<file path="src/rtl/cfgk_pkg.sv">
package cfgk_pkg;
  localparam logic [7:0] KEY_OPEN  = 8'h55;
  localparam logic [7:0] KEY_CLOSE = 8'hAA;

  localparam logic [7:0] IX_SEL   = 8'h07;
  localparam logic [7:0] IX_ID    = 8'h20;
  localparam logic [7:0] IX_REV   = 8'h21;
  localparam logic [7:0] IX_PWR   = 8'h22;
  localparam logic [7:0] IX_ACT   = 8'h30;
  localparam logic [7:0] IX_BHI   = 8'h60;
  localparam logic [7:0] IX_BLO   = 8'h61;
  localparam logic [7:0] IX_IRQ   = 8'h70;
  localparam logic [7:0] IX_IRQ2  = 8'h72;
  localparam logic [7:0] IX_DMA   = 8'h74;
  localparam logic [7:0] IX_FMODE = 8'h90;
  localparam logic [7:0] IX_FOPT  = 8'h91;

  localparam int DEV_FDD = 0;
  localparam int DEV_PAR = 3;
  localparam int DEV_KBD = 7;

  typedef enum logic [1:0] {LK_SHUT, LK_HALF, LK_OPEN} lock_e;
endpackage

</file>
<file path="src/rtl/cfgk_keyfsm.sv">
module cfgk_keyfsm
  import cfgk_pkg::*;
(
  input  logic       clk,
  input  logic       rst,
  input  logic       key_wr,
  input  logic [7:0] wdata,
  output logic       open_o,
  output logic [7:0] idx_o
);
  lock_e state_q;

  always_ff @(posedge clk) begin
    if (rst) begin
      state_q <= LK_SHUT;
      idx_o   <= 8'h00;
    end else if (key_wr) begin
      case (state_q)
        LK_SHUT: if (wdata == KEY_OPEN) state_q <= LK_HALF;
        LK_HALF: state_q <= (wdata == KEY_OPEN) ? LK_OPEN : LK_SHUT;
        LK_OPEN: begin
          if (wdata == KEY_CLOSE) state_q <= LK_SHUT;
          else                    idx_o   <= wdata;
        end
        default: state_q <= LK_SHUT;
      endcase
    end
  end

  assign open_o = (state_q == LK_OPEN);

  AST_OPEN_NEEDS_KEYS: assert property (@(posedge clk) disable iff (rst)
    $rose(open_o) |-> $past(key_wr && wdata == KEY_OPEN && state_q == LK_HALF));
  AST_CLOSE_KEY: assert property (@(posedge clk) disable iff (rst)
    (open_o && key_wr && wdata == KEY_CLOSE) |=> !open_o);
endmodule

</file>
<file path="src/rtl/cfgk_bank.sv">
module cfgk_bank
  import cfgk_pkg::*;
#(
  parameter int HAS_IRQ2 = 0,
  parameter int HAS_DMA  = 0,
  parameter int HAS_FDD  = 0
) (
  input  logic        clk,
  input  logic        rst,
  input  logic        wr_en,
  input  logic [7:0]  idx,
  input  logic [7:0]  wdata,
  output logic        act,
  output logic [15:0] base,
  output logic [7:0]  irq,
  output logic [7:0]  irq2,
  output logic [7:0]  dma,
  output logic [7:0]  mode,
  output logic [7:0]  option,
  output logic [7:0]  rd_data
);
  always_ff @(posedge clk) begin
    if (rst) begin
      act    <= 1'b0;
      base   <= 16'h0000;
      irq    <= 8'h00;
      irq2   <= 8'h00;
      dma    <= 8'h00;
      mode   <= 8'h00;
      option <= 8'h00;
    end else if (wr_en) begin
      case (idx)
        IX_ACT:   act        <= wdata[0];
        IX_BHI:   base[15:8] <= wdata;
        IX_BLO:   base[7:0]  <= wdata;
        IX_IRQ:   irq        <= wdata;
        IX_IRQ2:  if (HAS_IRQ2 != 0) irq2   <= wdata;
        IX_DMA:   if (HAS_DMA  != 0) dma    <= wdata;
        IX_FMODE: if (HAS_FDD  != 0) mode   <= wdata;
        IX_FOPT:  if (HAS_FDD  != 0) option <= wdata;
        default: ;
      endcase
    end
  end

  always_comb begin
    case (idx)
      IX_ACT:   rd_data = {7'b0, act};
      IX_BHI:   rd_data = base[15:8];
      IX_BLO:   rd_data = base[7:0];
      IX_IRQ:   rd_data = irq;
      IX_IRQ2:  rd_data = irq2;
      IX_DMA:   rd_data = dma;
      IX_FMODE: rd_data = mode;
      IX_FOPT:  rd_data = option;
      default:  rd_data = 8'h00;
    endcase
  end

  AST_BANK_HOLD: assert property (@(posedge clk) disable iff (rst)
    !wr_en |=> $stable({act, base, irq, irq2, dma, mode, option}));
endmodule

</file>
<file path="src/rtl/cfgk_keyport.sv">
module cfgk_keyport
  import cfgk_pkg::*;
#(
  parameter int              ADDR_W   = 16,
  parameter int              NDEV     = 9,
  parameter int              PWR_W    = 6,
  parameter logic [ADDR_W-1:0] BASE_PRI = 16'h03F0,
  parameter logic [ADDR_W-1:0] BASE_ALT = 16'h0370,
  parameter logic [7:0]      DEV_ID   = 8'h02,
  parameter logic [7:0]      DEV_REV  = 8'h01
) (
  input  logic                clk,
  input  logic                rst,
  input  logic                strap_alt,
  input  logic [ADDR_W-1:0]   io_addr,
  input  logic                io_wr,
  input  logic                io_rd,
  input  logic [7:0]          io_wdata,
  output logic [7:0]          io_rdata,
  output logic                cfg_mode,
  output logic [NDEV-1:0]     dev_act,
  output logic [NDEV*16-1:0]  dev_base,
  output logic [NDEV*8-1:0]   dev_irq,
  output logic [NDEV*8-1:0]   dev_dma,
  output logic [7:0]          kbd_irq2,
  output logic [7:0]          fdc_mode,
  output logic [7:0]          fdc_option,
  output logic                fdc_burst,
  output logic [PWR_W-1:0]    pwr_en
);
  localparam int SEL_W = $clog2(NDEV);

  logic [ADDR_W-1:0] base_a;
  logic              key_wr, dat_wr, dat_rd, cfg_wr;
  logic [7:0]        idx;
  logic [SEL_W-1:0]  sel_q;
  logic [PWR_W-1:0]  pwr_q;
  logic [NDEV-1:0]   bk_hit;
  logic [7:0]        bk_rd   [NDEV];
  logic [7:0]        irq2_v  [NDEV];
  logic [7:0]        mode_v  [NDEV];
  logic [7:0]        opt_v   [NDEV];
  logic [7:0]        bank_pick, rd_mux;

  // Port decode
  assign base_a = strap_alt ? BASE_ALT : BASE_PRI;
  assign key_wr = io_wr && (io_addr == base_a);
  assign dat_wr = io_wr && (io_addr == base_a + ADDR_W'(1));
  assign dat_rd = io_rd && (io_addr == base_a + ADDR_W'(1));

  cfgk_keyfsm u_keyfsm (
    .clk    (clk),
    .rst    (rst),
    .key_wr (key_wr),
    .wdata  (io_wdata),
    .open_o (cfg_mode),
    .idx_o  (idx)
  );

  assign cfg_wr = cfg_mode && dat_wr;

  // Global registers
  always_ff @(posedge clk) begin
    if (rst) begin
      sel_q <= '0;
      pwr_q <= '0;
    end else if (cfg_wr) begin
      case (idx)
        IX_SEL:  sel_q <= io_wdata[SEL_W-1:0];
        IX_PWR:  pwr_q <= io_wdata[PWR_W-1:0];
        default: ;
      endcase
    end
  end
  assign pwr_en = pwr_q;

  // Per-device banks
  for (genvar g = 0; g < NDEV; g++) begin : g_bank
    assign bk_hit[g] = (sel_q == SEL_W'(g));
    cfgk_bank #(
      .HAS_IRQ2 ((g == DEV_KBD) ? 1 : 0),
      .HAS_DMA  ((g == DEV_FDD || g == DEV_PAR) ? 1 : 0),
      .HAS_FDD  ((g == DEV_FDD) ? 1 : 0)
    ) u_bank (
      .clk     (clk),
      .rst     (rst),
      .wr_en   (cfg_wr && bk_hit[g]),
      .idx     (idx),
      .wdata   (io_wdata),
      .act     (dev_act[g]),
      .base    (dev_base[g*16 +: 16]),
      .irq     (dev_irq[g*8 +: 8]),
      .irq2    (irq2_v[g]),
      .dma     (dev_dma[g*8 +: 8]),
      .mode    (mode_v[g]),
      .option  (opt_v[g]),
      .rd_data (bk_rd[g])
    );
  end

  // Registers missing from a bank stay zero, so an OR merges the single live copy
  always_comb begin
    kbd_irq2   = 8'h00;
    fdc_mode   = 8'h00;
    fdc_option = 8'h00;
    bank_pick  = 8'h00;
    for (int i = 0; i < NDEV; i++) begin
      kbd_irq2   = kbd_irq2   | irq2_v[i];
      fdc_mode   = fdc_mode   | mode_v[i];
      fdc_option = fdc_option | opt_v[i];
      if (bk_hit[i]) bank_pick = bk_rd[i];
    end
  end

  assign fdc_burst = &fdc_mode[3:1];

  // Read mux
  always_comb begin
    case (idx)
      IX_SEL:  rd_mux = {{(8-SEL_W){1'b0}}, sel_q};
      IX_ID:   rd_mux = DEV_ID;
      IX_REV:  rd_mux = DEV_REV;
      IX_PWR:  rd_mux = {{(8-PWR_W){1'b0}}, pwr_q};
      default: rd_mux = (idx >= IX_ACT) ? bank_pick : 8'h00;
    endcase
  end

  always_ff @(posedge clk) begin
    if (rst)         io_rdata <= 8'hFF;
    else if (dat_rd) io_rdata <= cfg_mode ? rd_mux : 8'hFF;
  end

  AST_LOCKED_READ_FF: assert property (@(posedge clk) disable iff (rst)
    (!cfg_mode && dat_rd) |=> (io_rdata == 8'hFF));
  AST_LOCKED_HOLD: assert property (@(posedge clk) disable iff (rst)
    !cfg_mode |=> ($stable(dev_act) && $stable(dev_base) && $stable(pwr_en)));
  AST_ID_READ: assert property (@(posedge clk) disable iff (rst)
    (cfg_mode && dat_rd && idx == IX_ID) |=> (io_rdata == DEV_ID));
  AST_RDATA_HOLD: assert property (@(posedge clk) disable iff (rst)
    !dat_rd |=> $stable(io_rdata));
endmodule

</file>
<file path="config.mk">
export PLATFORM = sky130hd
export DESIGN_NAME = cfgk_keyport
export DESIGN_NICKNAME = d
export VERILOG_FILES = /design/src/rtl/cfgk_pkg.sv /design/src/rtl/cfgk_keyfsm.sv /design/src/rtl/cfgk_bank.sv /design/src/rtl/cfgk_keyport.sv
export SDC_FILE = /design/constraint.sdc
export NUM_CORES = 1
export LEC_CHECK = 0
export BUFFER_PORTS_ARGS = -buffer_cell sky130_fd_sc_hd__clkbuf_2
export CORE_ASPECT_RATIO = 1.1
export CORE_MARGIN = 5
export CORE_UTILIZATION = 27
export CTS_BUF_LIST = sky130_fd_sc_hd__clkbuf_8
export DETAILED_ROUTE_END_ITERATION = 8
export GPL_TIMING_DRIVEN = 0
export PLACE_DENSITY = 0.41
export SYNTH_ARGS = -nofsm -noshare
export SYNTH_HDL_FRONTEND = slang
export SYNTH_HIERARCHICAL = 1
export SYNTH_SLANG_ARGS = --single-unit
</file>
<file path="constraint.sdc">
create_clock -name clk -period 5.6 [get_ports clk]
set_clock_uncertainty 0.2 [all_clocks]
set_input_delay 1.12 -clock clk [delete_from_list [all_inputs] [get_ports clk]]
set_output_delay 1.12 -clock clk [all_outputs]
set_load 0.02 [all_outputs]
</file>
==> flow_summary.toml <==
[status]
status = "completed"

[timing]
final_min_period_over_clock_period_pct = 74.9
rsz_0062_raised_after_global_routing = "false"
maxSlewViolCount = 0
finalHoldViolCount = 0
slew_headroom_pct = 13.6
finalCriticalPeriod_ns = 4.20
fin_setup_tns_ns = 0
worst_pin_slew_ns = 1.30
report.final.setup_viol = 0
fmax_mhz = 238

[global_route]
grt_remaining_overflow = 0
antenna_found_initial = 2
globalRouteMet1Util_pct = 24.7
groute.usage.overall_pct = 19.4
grt_pass1_vias = 16100
global_route.usage.met3_pct = 3.94
first_pass_grt_wire_length_um = 107000
grtUsageMet2_pct = 33.2
largest_net_degree_at_the_start_of_global_routing = 52
busiest_layer = "met2"

[die]
core-area_sq_um = 66000
die_w_um = 256
floorplan.rows = 99
floorplan.initialDensity_pct = 27.2
boundaryPins = 366
floorplan.die_area_sq_um = 71700
die-height_um = 280

[layout]
layout_area_overhead_pct = 26.4
post-route-util_pct = 34.3
post_route_cells_drive_above_1_share_pct = 28.8
final_net_count = 2623
n_fill_cell = 6983
finalInstanceArea_sq_um = 22700

[pwr]
pint_mw = 3.43
power.ir.vdd_worst_mv = 0.145
clock_network_power_share_pct = 47.0
power.switching_mw = 1.19
power_frac_comb_pct = 7.9
cellLeakagePower_nw = 10.5
power.share.sequential_pct = 45.2
powerDensity_nw_per_um2 = 204
netSwitchingFraction_pct = 25.7

[synthesis]
number_of_register_bits_inferred_by_synthesis = 293
synth_ff_type = "sky130_fd_sc_hd__dfxtp_1"
synth_commonest_cells = "sky130_fd_sc_hd__mux2i_1, sky130_fd_sc_hd__dfxtp_1, sky130_fd_sc_hd__nand2b_1"
ys_seq_area_share_pct = 32.7
ys_types = 76
synth.avg_cell_area_sq_um = 9.03
ys.warnings.count = 6
synthArstFlopShare_pct = 0
yosys-top-cells-area = "sky130_fd_sc_hd__dfxtp_1, sky130_fd_sc_hd__mux2i_1, sky130_fd_sc_hd__buf_4"
yosys.area.top_type_share_pct = 32.7
synth-edff-count = 0
dominant_cell_by_count_in_the_synthesized_netlist = "sky130_fd_sc_hd__mux2i_1"
netlist_instances = 1985
synth_area_sq_um = 17900
netlist.top_cell.by_area = "sky130_fd_sc_hd__dfxtp_1"

[cts]
clk_pin_slew_ns = 0.06
cts_sinks = 293
htreeDepth = 2
cts_tree = "yes"
cts_hold_buf = 0
post_cts_buffers = 0
cts_inserted_buffers = 55
cts_root_buffer = "sky130_fd_sc_hd__clkbuf_8"
worstSkewPairLatency_ns = 0.66
post_cts_resize_count = 0
cts-root-to-sink-buffers = 3

[setup_path]
reg2regPathDepth = 10
worst_setup_path_end_kind = "flip-flop"
maximum_net_fanout_on_the_critical_path = 10
crit_type = "input pin to flip-flop"
critical_path_required_ns = 5.92
crit_path_start_kind = "input pin"
worst_ep_arrival_time_ns = 4.52

[placement]
placedInstanceArea_sq_um = 21500
io_buffer_count = 309
place.gp.congestion = 0.849
detailedPlacementHpwl_um = 53000

[route]
ant_nets = 0
wl_um = 72800
vias_per_cell = 4.62
detailedRoute.firstPassIterationCount = 5
post-route-drc-count = 0
routed-via-count = 16200
drt_iter0_markers = 868
routedWlPerCell_um = 20.8

[min_path]
hold_path.class = "flip-flop to flip-flop"
holdPathStages = 2

[job]
maxCapViolations = 0
-- worst max-delay path: stages --
cell                       delay (ns)
sky130_fd_sc_hd__clkbuf_2        0.09
sky130_fd_sc_hd__nor4_2          0.71
sky130_fd_sc_hd__nand4_1         0.40
sky130_fd_sc_hd__or3b_1          0.54
sky130_fd_sc_hd__nor2_1          0.64
sky130_fd_sc_hd__buf_2           0.36
sky130_fd_sc_hd__nand4_1         0.36
sky130_fd_sc_hd__nand2_1         0.20
sky130_fd_sc_hd__a21oi_1         0.08
-- layout make-up --
type,instances,area (sq um),share of cell area (%)
multi-input combinational,1522,10400,45.7
timing repair buffer,313,1630,7.18
clock buffer,71,977,4.31
tap,858,1070,4.74
sequential,293,5880,25.9
inverter,64,240,1.06
buffer,345,2350,10.4
antenna,2,5.00,0.0221
clock inverter,29,150,0.662
-- metal layers --
layer	share of wire (%)	wire [um]
met3	5.3	3840
met4	3.5	2530
met2	48	35000
met5	0	0
met1	43	31400
-- layout by cell type (no fill, tap or decap), types with 6 or more instances in the layout --
cell                          n
sky130_fd_sc_hd__mux2i_1    295
sky130_fd_sc_hd__nor2b_1     11
sky130_fd_sc_hd__a22oi_1     16
sky130_fd_sc_hd__and3_1      13
sky130_fd_sc_hd__nand2_1     70
sky130_fd_sc_hd__nand4bb_1    8
sky130_fd_sc_hd__dfxtp_1    285
sky130_fd_sc_hd__nand4_1      9
sky130_fd_sc_hd__nor4_1      80
sky130_fd_sc_hd__or4_4        6
sky130_fd_sc_hd__and4b_1     11
sky130_fd_sc_hd__nand3b_1    12
sky130_fd_sc_hd__nor4_4      11
sky130_fd_sc_hd__clkbuf_2   310
sky130_fd_sc_hd__nor3_2       7
sky130_fd_sc_hd__mux4_2       8
sky130_fd_sc_hd__inv_1       85
sky130_fd_sc_hd__buf_2       40
sky130_fd_sc_hd__dfxtp_2      8
sky130_fd_sc_hd__clkbuf_1    42
sky130_fd_sc_hd__conb_1     248
sky130_fd_sc_hd__o31ai_1      6
sky130_fd_sc_hd__nand3_1     58
sky130_fd_sc_hd__nor3_1      29
sky130_fd_sc_hd__buf_4      250
sky130_fd_sc_hd__nor4bb_1     6
sky130_fd_sc_hd__nor2_1     123
sky130_fd_sc_hd__nor3b_1     10
sky130_fd_sc_hd__o21ai_0     10
sky130_fd_sc_hd__clkbuf_8    71
sky130_fd_sc_hd__o221ai_1     7
sky130_fd_sc_hd__o22ai_1      7
sky130_fd_sc_hd__nand2b_1   267
sky130_fd_sc_hd__a21oi_1     34
sky130_fd_sc_hd__a221o_1     51
sky130_fd_sc_hd__or4_1       14
sky130_fd_sc_hd__or3_1       15
sky130_fd_sc_hd__buf_6        9
-- power by group through the flow --
stage / registers (mW) / logic (mW) / clock network [mW]
after global placement: 2.13 / 0.355 / 0
after CTS: 2.08 / 0.356 / 2.26
after floorplan: 2.13 / 0.261 / 0
after detailed placement: 2.13 / 0.356 / 0
after global routing: 2.08 / 0.396 / 2.35
final: 2.08 / 0.363 / 2.17
-- path summary, 6_finish.rpt --
path                                                from                       end  slack (ns)
worst max-delay path                         io_addr[13]   g_bank[3].u_bank/dma[3]        1.40
worst min-delay path            g_bank[0].u_bank/base[2]  g_bank[0].u_bank/base[2]        0.27
worst max register to register       u_keyfsm/state_q[1]   g_bank[3].u_bank/dma[3]        1.74
worst min register to register  g_bank[0].u_bank/base[2]  g_bank[0].u_bank/base[2]        0.27
-- cell families (layout without fill, tap and decap cells) --
group	count (synthesis)	after routing	share of synthesized area (%)
compound gates	174	174	7.59
buf+inv	409	822	14.5
other cells	9	250	0.188
mux	307	307	17.7
flops	293	293	32.7
simple gates	792	792	27.2
xor+xnor	1	1	0.0908
-- state kept, by name, summed over array words and instances (netlist names) --
register	flops
g_bank.u_bank/irq	72
sel_q	4
io_rdata	8
u_keyfsm/idx_o	8
g_bank.u_bank/act	9
g_bank.u_bank/dma	16
g_bank.u_bank/option	8
pwr_en	6
u_keyfsm/state_q	2
g_bank.u_bank/base	144
g_bank.u_bank/mode	8
g_bank.u_bank/irq2	8
-- metrics by stage --
stage | hold WS (ns) | instances | total power, mW | setup slack, ns
after detailed placement | 0.267 | 3395 | 2.49 | 0.844
final | 0.273 | 3497 | 4.62 | 1.40
after CTS | 0.277 | 3495 | 4.70 | 1.55
after global placement | 0.261 | 3391 | 2.49 | 0.714
after global routing | 0.302 | 3496 | 4.83 | 1.30
after floorplan | 0.245 | 2224 | 2.39 | 1.94
(Power assumes the default switching activity.)
